$ cat src/rtl/burst_seq_pkg.sv
package burst_seq_pkg;

  typedef enum logic {
    ORD_LINEAR      = 1'b0,
    ORD_INTERLEAVED = 1'b1
  } order_e;

endpackage

$ cat src/rtl/bseq_rst_sync.sv
module bseq_rst_sync #(
  parameter int STAGES = 2
) (
  input  logic clk,
  input  logic rst_n,
  output logic rst_sync_n
);

  logic [STAGES-1:0] chain_q;
  logic [STAGES-1:0] chain_d;

  always_comb begin
    chain_d = {chain_q[STAGES-2:0], 1'b1};
  end

  always_ff @(posedge clk or negedge rst_n) begin
    if (!rst_n) begin
      chain_q <= '0;
    end else begin
      chain_q <= chain_d;
    end
  end

  assign rst_sync_n = chain_q[STAGES-1];

endmodule

$ cat src/rtl/bseq_start_reg.sv
module bseq_start_reg
  import burst_seq_pkg::*;
#(
  parameter int BEAT_W  = 2,
  parameter int UPPER_W = 8
) (
  input  logic               clk,
  input  logic               rst_n,
  input  logic               load_i,
  input  logic [BEAT_W-1:0]  start_i,
  input  logic [UPPER_W-1:0] upper_i,
  input  logic               mode_i,
  output logic [BEAT_W-1:0]  start_q,
  output logic [UPPER_W-1:0] upper_q,
  output order_e             order_q
);

  logic [BEAT_W-1:0]  start_d;
  logic [UPPER_W-1:0] upper_d;
  order_e             order_d;

  always_comb begin
    start_d = start_q;
    upper_d = upper_q;
    order_d = order_q;
    if (load_i) begin
      start_d = start_i;
      upper_d = upper_i;
      order_d = mode_i ? ORD_INTERLEAVED : ORD_LINEAR;
    end
  end

  always_ff @(posedge clk or negedge rst_n) begin
    if (!rst_n) begin
      start_q <= '0;
      upper_q <= '0;
      order_q <= ORD_INTERLEAVED;
    end else begin
      start_q <= start_d;
      upper_q <= upper_d;
      order_q <= order_d;
    end
  end

endmodule

$ cat src/rtl/bseq_beat_cnt.sv
module bseq_beat_cnt #(
  parameter int BEAT_W = 2
) (
  input  logic              clk,
  input  logic              rst_n,
  input  logic              load_i,
  input  logic              adv_n_i,
  output logic [BEAT_W-1:0] beat_q
);

  localparam logic [BEAT_W-1:0] ONE = BEAT_W'(1);

  logic [BEAT_W-1:0] beat_d;
  logic              cnt_en;

  assign cnt_en = load_i | ~adv_n_i;

  always_comb begin
    beat_d = beat_q;
    if (load_i) begin
      beat_d = '0;
    end else if (!adv_n_i) begin
      beat_d = beat_q + ONE;
    end
  end

  always_ff @(posedge clk or negedge rst_n) begin
    if (!rst_n) begin
      beat_q <= '0;
    end else if (cnt_en) begin
      beat_q <= beat_d;
    end
  end

endmodule

$ cat src/rtl/bseq_order_map.sv
module bseq_order_map
  import burst_seq_pkg::*;
#(
  parameter int BEAT_W = 2
) (
  input  logic [BEAT_W-1:0] start_i,
  input  logic [BEAT_W-1:0] beat_i,
  input  order_e            order_i,
  output logic [BEAT_W-1:0] word_o
);

  logic [BEAT_W-1:0] lin_word;
  logic [BEAT_W-1:0] ilv_word;

  assign lin_word = start_i + beat_i;

  for (genvar b = 0; b < BEAT_W; b++) begin : g_ilv_bit
    assign ilv_word[b] = start_i[b] ^ beat_i[b];
  end

  always_comb begin
    case (order_i)
      ORD_LINEAR:      word_o = lin_word;
      ORD_INTERLEAVED: word_o = ilv_word;
      default:         word_o = ilv_word;
    endcase
  end

endmodule

$ cat src/rtl/burst_addr_seq.sv
module burst_addr_seq
  import burst_seq_pkg::*;
#(
  parameter int BEAT_W  = 2,
  parameter int UPPER_W = 8
) (
  input  logic                      clk,
  input  logic                      rst_n,
  input  logic                      load_i,
  input  logic [BEAT_W-1:0]         start_i,
  input  logic                      adv_n_i,
  input  logic                      mode_i,
  input  logic [UPPER_W-1:0]        upper_i,
  output logic [UPPER_W+BEAT_W-1:0] addr_o
);

  localparam int ADDR_W = UPPER_W + BEAT_W;

  logic               rst_int_n;
  logic [BEAT_W-1:0]  start_q;
  logic [UPPER_W-1:0] upper_q;
  order_e             order_q;
  logic [BEAT_W-1:0]  beat_q;
  logic [BEAT_W-1:0]  word;
  logic [ADDR_W-1:0]  addr_w;

  bseq_rst_sync #(.STAGES(2)) u_rst (
    .clk        (clk),
    .rst_n      (rst_n),
    .rst_sync_n (rst_int_n)
  );

  bseq_start_reg #(.BEAT_W(BEAT_W), .UPPER_W(UPPER_W)) u_start (
    .clk     (clk),
    .rst_n   (rst_int_n),
    .load_i  (load_i),
    .start_i (start_i),
    .upper_i (upper_i),
    .mode_i  (mode_i),
    .start_q (start_q),
    .upper_q (upper_q),
    .order_q (order_q)
  );

  bseq_beat_cnt #(.BEAT_W(BEAT_W)) u_beat (
    .clk     (clk),
    .rst_n   (rst_int_n),
    .load_i  (load_i),
    .adv_n_i (adv_n_i),
    .beat_q  (beat_q)
  );

  bseq_order_map #(.BEAT_W(BEAT_W)) u_map (
    .start_i (start_q),
    .beat_i  (beat_q),
    .order_i (order_q),
    .word_o  (word)
  );

  assign addr_w = {upper_q, word};
  assign addr_o = addr_w;

endmodule

$ cat config.mk
export PLATFORM = sky130hd
export DESIGN_NAME = burst_addr_seq
export DESIGN_NICKNAME = d
export VERILOG_FILES = /design/src/rtl/burst_seq_pkg.sv /design/src/rtl/bseq_rst_sync.sv /design/src/rtl/bseq_start_reg.sv /design/src/rtl/bseq_beat_cnt.sv /design/src/rtl/bseq_order_map.sv /design/src/rtl/burst_addr_seq.sv
export SDC_FILE = /design/constraint.sdc
export NUM_CORES = 1
export LEC_CHECK = 0
export BUFFER_PORTS_ARGS = -buffer_cell sky130_fd_sc_hd__buf_2
export CORE_MARGIN = 1
export CORE_UTILIZATION = 37
export CTS_CLUSTER_DIAMETER = 80
export DETAILED_ROUTE_END_ITERATION = 10
export HOLD_SLACK_MARGIN = 0.02
export PLACE_DENSITY = 0.66
export SLEW_MARGIN = 20
export SYNTH_ARGS = -nofsm -noshare
export SYNTH_HDL_FRONTEND = slang
export SYNTH_SLANG_ARGS = --single-unit
$ cat constraint.sdc
create_clock -name clk -period 0.9 [get_ports clk]
set_clock_uncertainty 0.15 [all_clocks]
set_input_delay 0.045 -clock clk [delete_from_list [all_inputs] [get_ports clk]]
set_output_delay 0.045 -clock clk [all_outputs]
set_load 0.05 [all_outputs]
# Yosys cells after proc, flatten, opt, wreduce, memory -nomap -nowiden

Index checks and enable logic that the tools add are counted.

Register bits: 15
Bits of input ports: 15
Output and inout port bits: 10
Logic and storage cells: 18

Add/sub/neg operators: 2
Eq/ne operators: 1
Muxes and demuxes: 4
Bitwise operators: 5
Reductions and logical operators: 1

Operators by type and width:

| cell                                                          | count |
|---|---|
| 2-bit 2-to-1 mux                                              | 2 |
| 2-bit case mux with 2 select lines                            | 1 |
| 2-bit by 1-bit adder with 2-bit output, second input constant | 1 |
| 2-bit adder                                                   | 1 |
| 2-bit inequality test, second input constant                  | 1 |
| 1-bit inverter                                                | 2 |
| 2-bit AND reduction                                           | 1 |
| 1-bit XOR                                                     | 2 |
| 1-bit 2-to-1 mux                                              | 1 |
| 1-bit OR                                                      | 1 |

# Logic depth before layout (Yosys ltp)

Depth in word-level cells: 3
Gate-level depth with buffers: 3
Depth with buffers taken out: 3

# Hierarchy

A second synthesis with hierarchy kept.

Cells, all modules: 38
Area total of the unflattened synthesis: 639.4 um^2

Modules (own cells, without submodules):

| module         | instances | cells an instance | area each (um^2) | sequential area each (um^2) |
|---|---|---|---|---|
| bseq_start_reg | 1         | 23                | 449.2            | 276.5 |
| bseq_beat_cnt  | 1         | 8                 | 100.1            | 50.0 |
| bseq_rst_sync  | 1         | 3                 | 53.8             | 50.0 |
| bseq_order_map | 1         | 4                 | 36.3             | 0.0 |

# Least setup slack after synthesis

No wires, ideal clock.

Path type: register to output
Start: register u_start.start_q[0]
End: output port addr_o[1]
Arrival: 1486 ps
Data required time: 705 ps
Setup slack: -781 ps
Stages on the path, launching flop included: 4
Path buffers: 0
Cells stage by stage: dfrtp_1 ha_1 nor2b_1 xnor2_1

Word-level cells in the longest chain between the ends: 2

Ends and longest elaborated chain:

| item                               | line                 | source |
|---|---|---|
| start: declaration                 | bseq_start_reg.sv:13 | `output logic [BEAT_W-1:0] start_q,` |
| start signal: assignment           | bseq_start_reg.sv:39 | `start_q <= start_d;` |
| 2-bit adder                        | bseq_order_map.sv:15 | `assign lin_word = start_i + beat_i;` |
| 2-bit case mux with 2 select lines | bseq_order_map.sv:22 | `case (order_i)` |
| end: declaration                   | burst_addr_seq.sv:14 | `output logic [UPPER_W+BEAT_W-1:0] addr_o` |

Every way passes these cells.

# Final worst setup path

Start: register u_beat.beat_q[0]
End: output port addr_o[1]

Word-level cells in the longest chain between the ends: 2

Ends and longest elaborated chain:

| item                               | line                 | source |
|---|---|---|
| start: declaration                 | bseq_beat_cnt.sv:8   | `output logic [BEAT_W-1:0] beat_q` |
| start signal: assignment           | bseq_beat_cnt.sv:31  | `beat_q <= beat_d;` |
| 2-bit adder                        | bseq_order_map.sv:15 |  |
| 2-bit case mux with 2 select lines | bseq_order_map.sv:22 |  |

Every way passes these cells.

==> impl_metrics.ini <==
[global_routing]
grt_use_total_pct = 14.50
grt_max_degree = 10
grt_pass1_wl_um = 1945
antenna_found_initial = 0
grt_overflow = 0
grt_pass1_vias = 454

[cells_and_area]
fin_area_um2 = 1017
final_common_cell = buf_2
fillers = 109
fin_cells = 92
synthToLayoutAreaGrowth_pct = 66.26
layout-drive-gt1-share_pct = 81.58
antenna_cells = 0
layout_common_cells = 14 x buf_2, 9 x mux2_4, 9 x buf_6, 8 x dfrtp_2, 7 x buf_4
fin_nets = 93

[timing]
period_share_pct = 163.0
report.final.hold_viol_count = 12
fmax_ghz = 0.6816
rsz0062_at_grt = true
fin_setup_tns_ns = -3.182
fin_hold_ws_ns = -0.1625
slew_violations = 0
post-route-min-period_ns = 1.467
finalWorstSetupSlack_ns = -0.5672
setup_viol = 23

[synth]
synth_cells = 37
synth_top_area_share_pct = 57.26
synth.avg_cell_area_um2 = 16.54
synth_top_cells_by_area = dfrtp_1 57%, mux2_4 20%, mux2_2 5.5%, dfstp_2 4.3%, xnor2_1 4.3%
yosysWarnings = 0
synth_fp_nets = 53
syn_area_um2 = 611.8
ys_seq_area_share_pct = 61.55
synth_top_area_cell = dfrtp_1
ys_seq_elements = 15
synth_cell_types = 11

[floorplan]
initial_core_util_pct = 40.15
core_area_um2 = 1524
ios = 25
fp.dieH_um = 42.67
die_w_um = 42.67
dieArea_um2 = 1820
rows = 14

[clock_tree]
htree_levels = 1
clock_sinks = 15
cts.reportedPaths.clkPinSlew_ns = 0.09
cts_buffer_depth = 2
cts-root-buf = clkbuf_4
cts_hold_buffers = 3
cts_buffers = 3
cts_tree = yes
clock_latency_ns = 0.28

[placement]
port_buffers = 24
place_area_um2 = 859.6
place.gp.congestion = 0.6468
placed_cells = 83

[status]
status = complete, but fails checks
violations = negative hold slack, negative setup slack

[drt]
topRoutingLayerUsed = met3
firstDrtPassIters = 1
met3_length_um = 54
postRouteAntennaNets = 0
vias = 424
wl_met1_um = 490
via_per_inst = 4.609
drc = 0
wl_per_cell_um = 11.88
wl_met2_um = 549
wl_um = 1093
first_iter_violations = 0

[power_and_ir_drop]
cellPowerDensity_nw_per_um2 = 1753
finalPower_w = 0.001783
leakage_nw = 0.4860
ir_drop_mv = 1.090

[setup_path]
worstPathArrival_ns = 1.27
cp_data_required_time_ns = 0.70
crit_path_end_kind = output port
crit_type = flip-flop to output port
max_stage_delay_ns = 0.40
critPathSlowestCell = dfrtp_1
critical_path.top_delay_family = flip-flops
path_max_fanout = 2
cp.buffers_inverters = 1
start_kind = flip-flop
worstPathCellList = ha_4, nor2b_4, xnor2_4, buf_6

[flow_run]
drv_cap = 0

[worst_hold_path]
holdCritPathClass = primary input to flip-flop
==> path summary, 6_finish.rpt <==
kind,cells after the start,slack [ns],endpoint,start
max,4,-0.57,addr_o[1],u_beat.beat_q[0]
min,2,-0.16,u_start.upper_q[2],upper_i[2]
max reg2reg,4,-0.25,u_beat.beat_q[1],u_beat.beat_q[0]
min reg2reg,1,0.02,u_start.upper_q[7],u_rst.chain_q[1]
max in group asynchronous,3,0.03,u_rst.chain_q[0],rst_n
min in group asynchronous,1,0.02,u_start.upper_q[7],u_rst.chain_q[1]
==> cell families after synthesis <==
family	count (synthesis)	synth area share (%)
xor gates and xnor gates	3	4.295
adders and majority gates	1	2.045
DFF	15	61.56
other	1	0.6129
buffers and inverters	1	1.840
and+or+nand+nor	5	4.498
muxes	11	25.15
==> Yosys cell counts <==
master   number
buf_6         1
conb_1        1
dfrtp_1      14
dfstp_2       1
ha_1          1
mux2_2        3
mux2_4        8
nor2_1        1
nor2b_1       3
nor3_1        1
xnor2_1       3
==> area by class of cell <==
type	count	area, um2	area share (%)
sequential	15	386.6	38.01
tap	16	20.02	1.968
timing repair buffer	36	309.0	30.38
multi-input combinational	21	274.0	26.94
clock buffer	3	22.52	2.214
clock inverter	1	5.005	0.4920
==> where the power goes <==
part / internal (W) / switching, W / leakage [nW]
sequential: 0.000745 / 0.0000484 / 0.169
clock: 0.000165 / 0.000212 / 0.0177
combinational: 0.000308 / 0.000305 / 0.299
total: 0.00122 / 0.000566 / 0.486
==> sequential cells by signal, indices dropped and copies added, names as in the netlist <==
name	flops
u_start.order_q	1
u_start.upper_q	8
u_start.start_q	2
u_beat.beat_q	2
u_rst.chain_q	2
==> per-layer routing <==
layer / track usage (%) / up-vias
met2: 23.03 / 15
met3: 2.553 / 0
met1: 19.72 / 208
li1: - / 201
met4: 5.625 / 0
met5: 0 / -
==> what timing repair did <==
item / 4_1_cts / 5_1_grt
endpoints found under the hold margin: 15 / 12
setup buffers: 1 / 1
gates resized for setup: 23 / 1
endpoints found under the setup margin: 23 / 23
pin swaps: 3 / 0
==> stage by stage <==
step                worst slack, ns  utilization [%]
floorplan                   -0.3138                -
global placement            -0.3577            56.40
detailed placement          -0.3770            56.40
CTS                         -0.5902            65.93
global route                -0.6386            66.75
finish                      -0.5672            66.75
==> worst reg2reg max path, stage by stage (launching register included) <==
cell and delay [ns]:
dfrtp_1 0.41, buf_4 0.15, nor2b_2 0.16, xnor2_1 0.13
nor2_1 0.05
(Power assumes the default switching activity.)
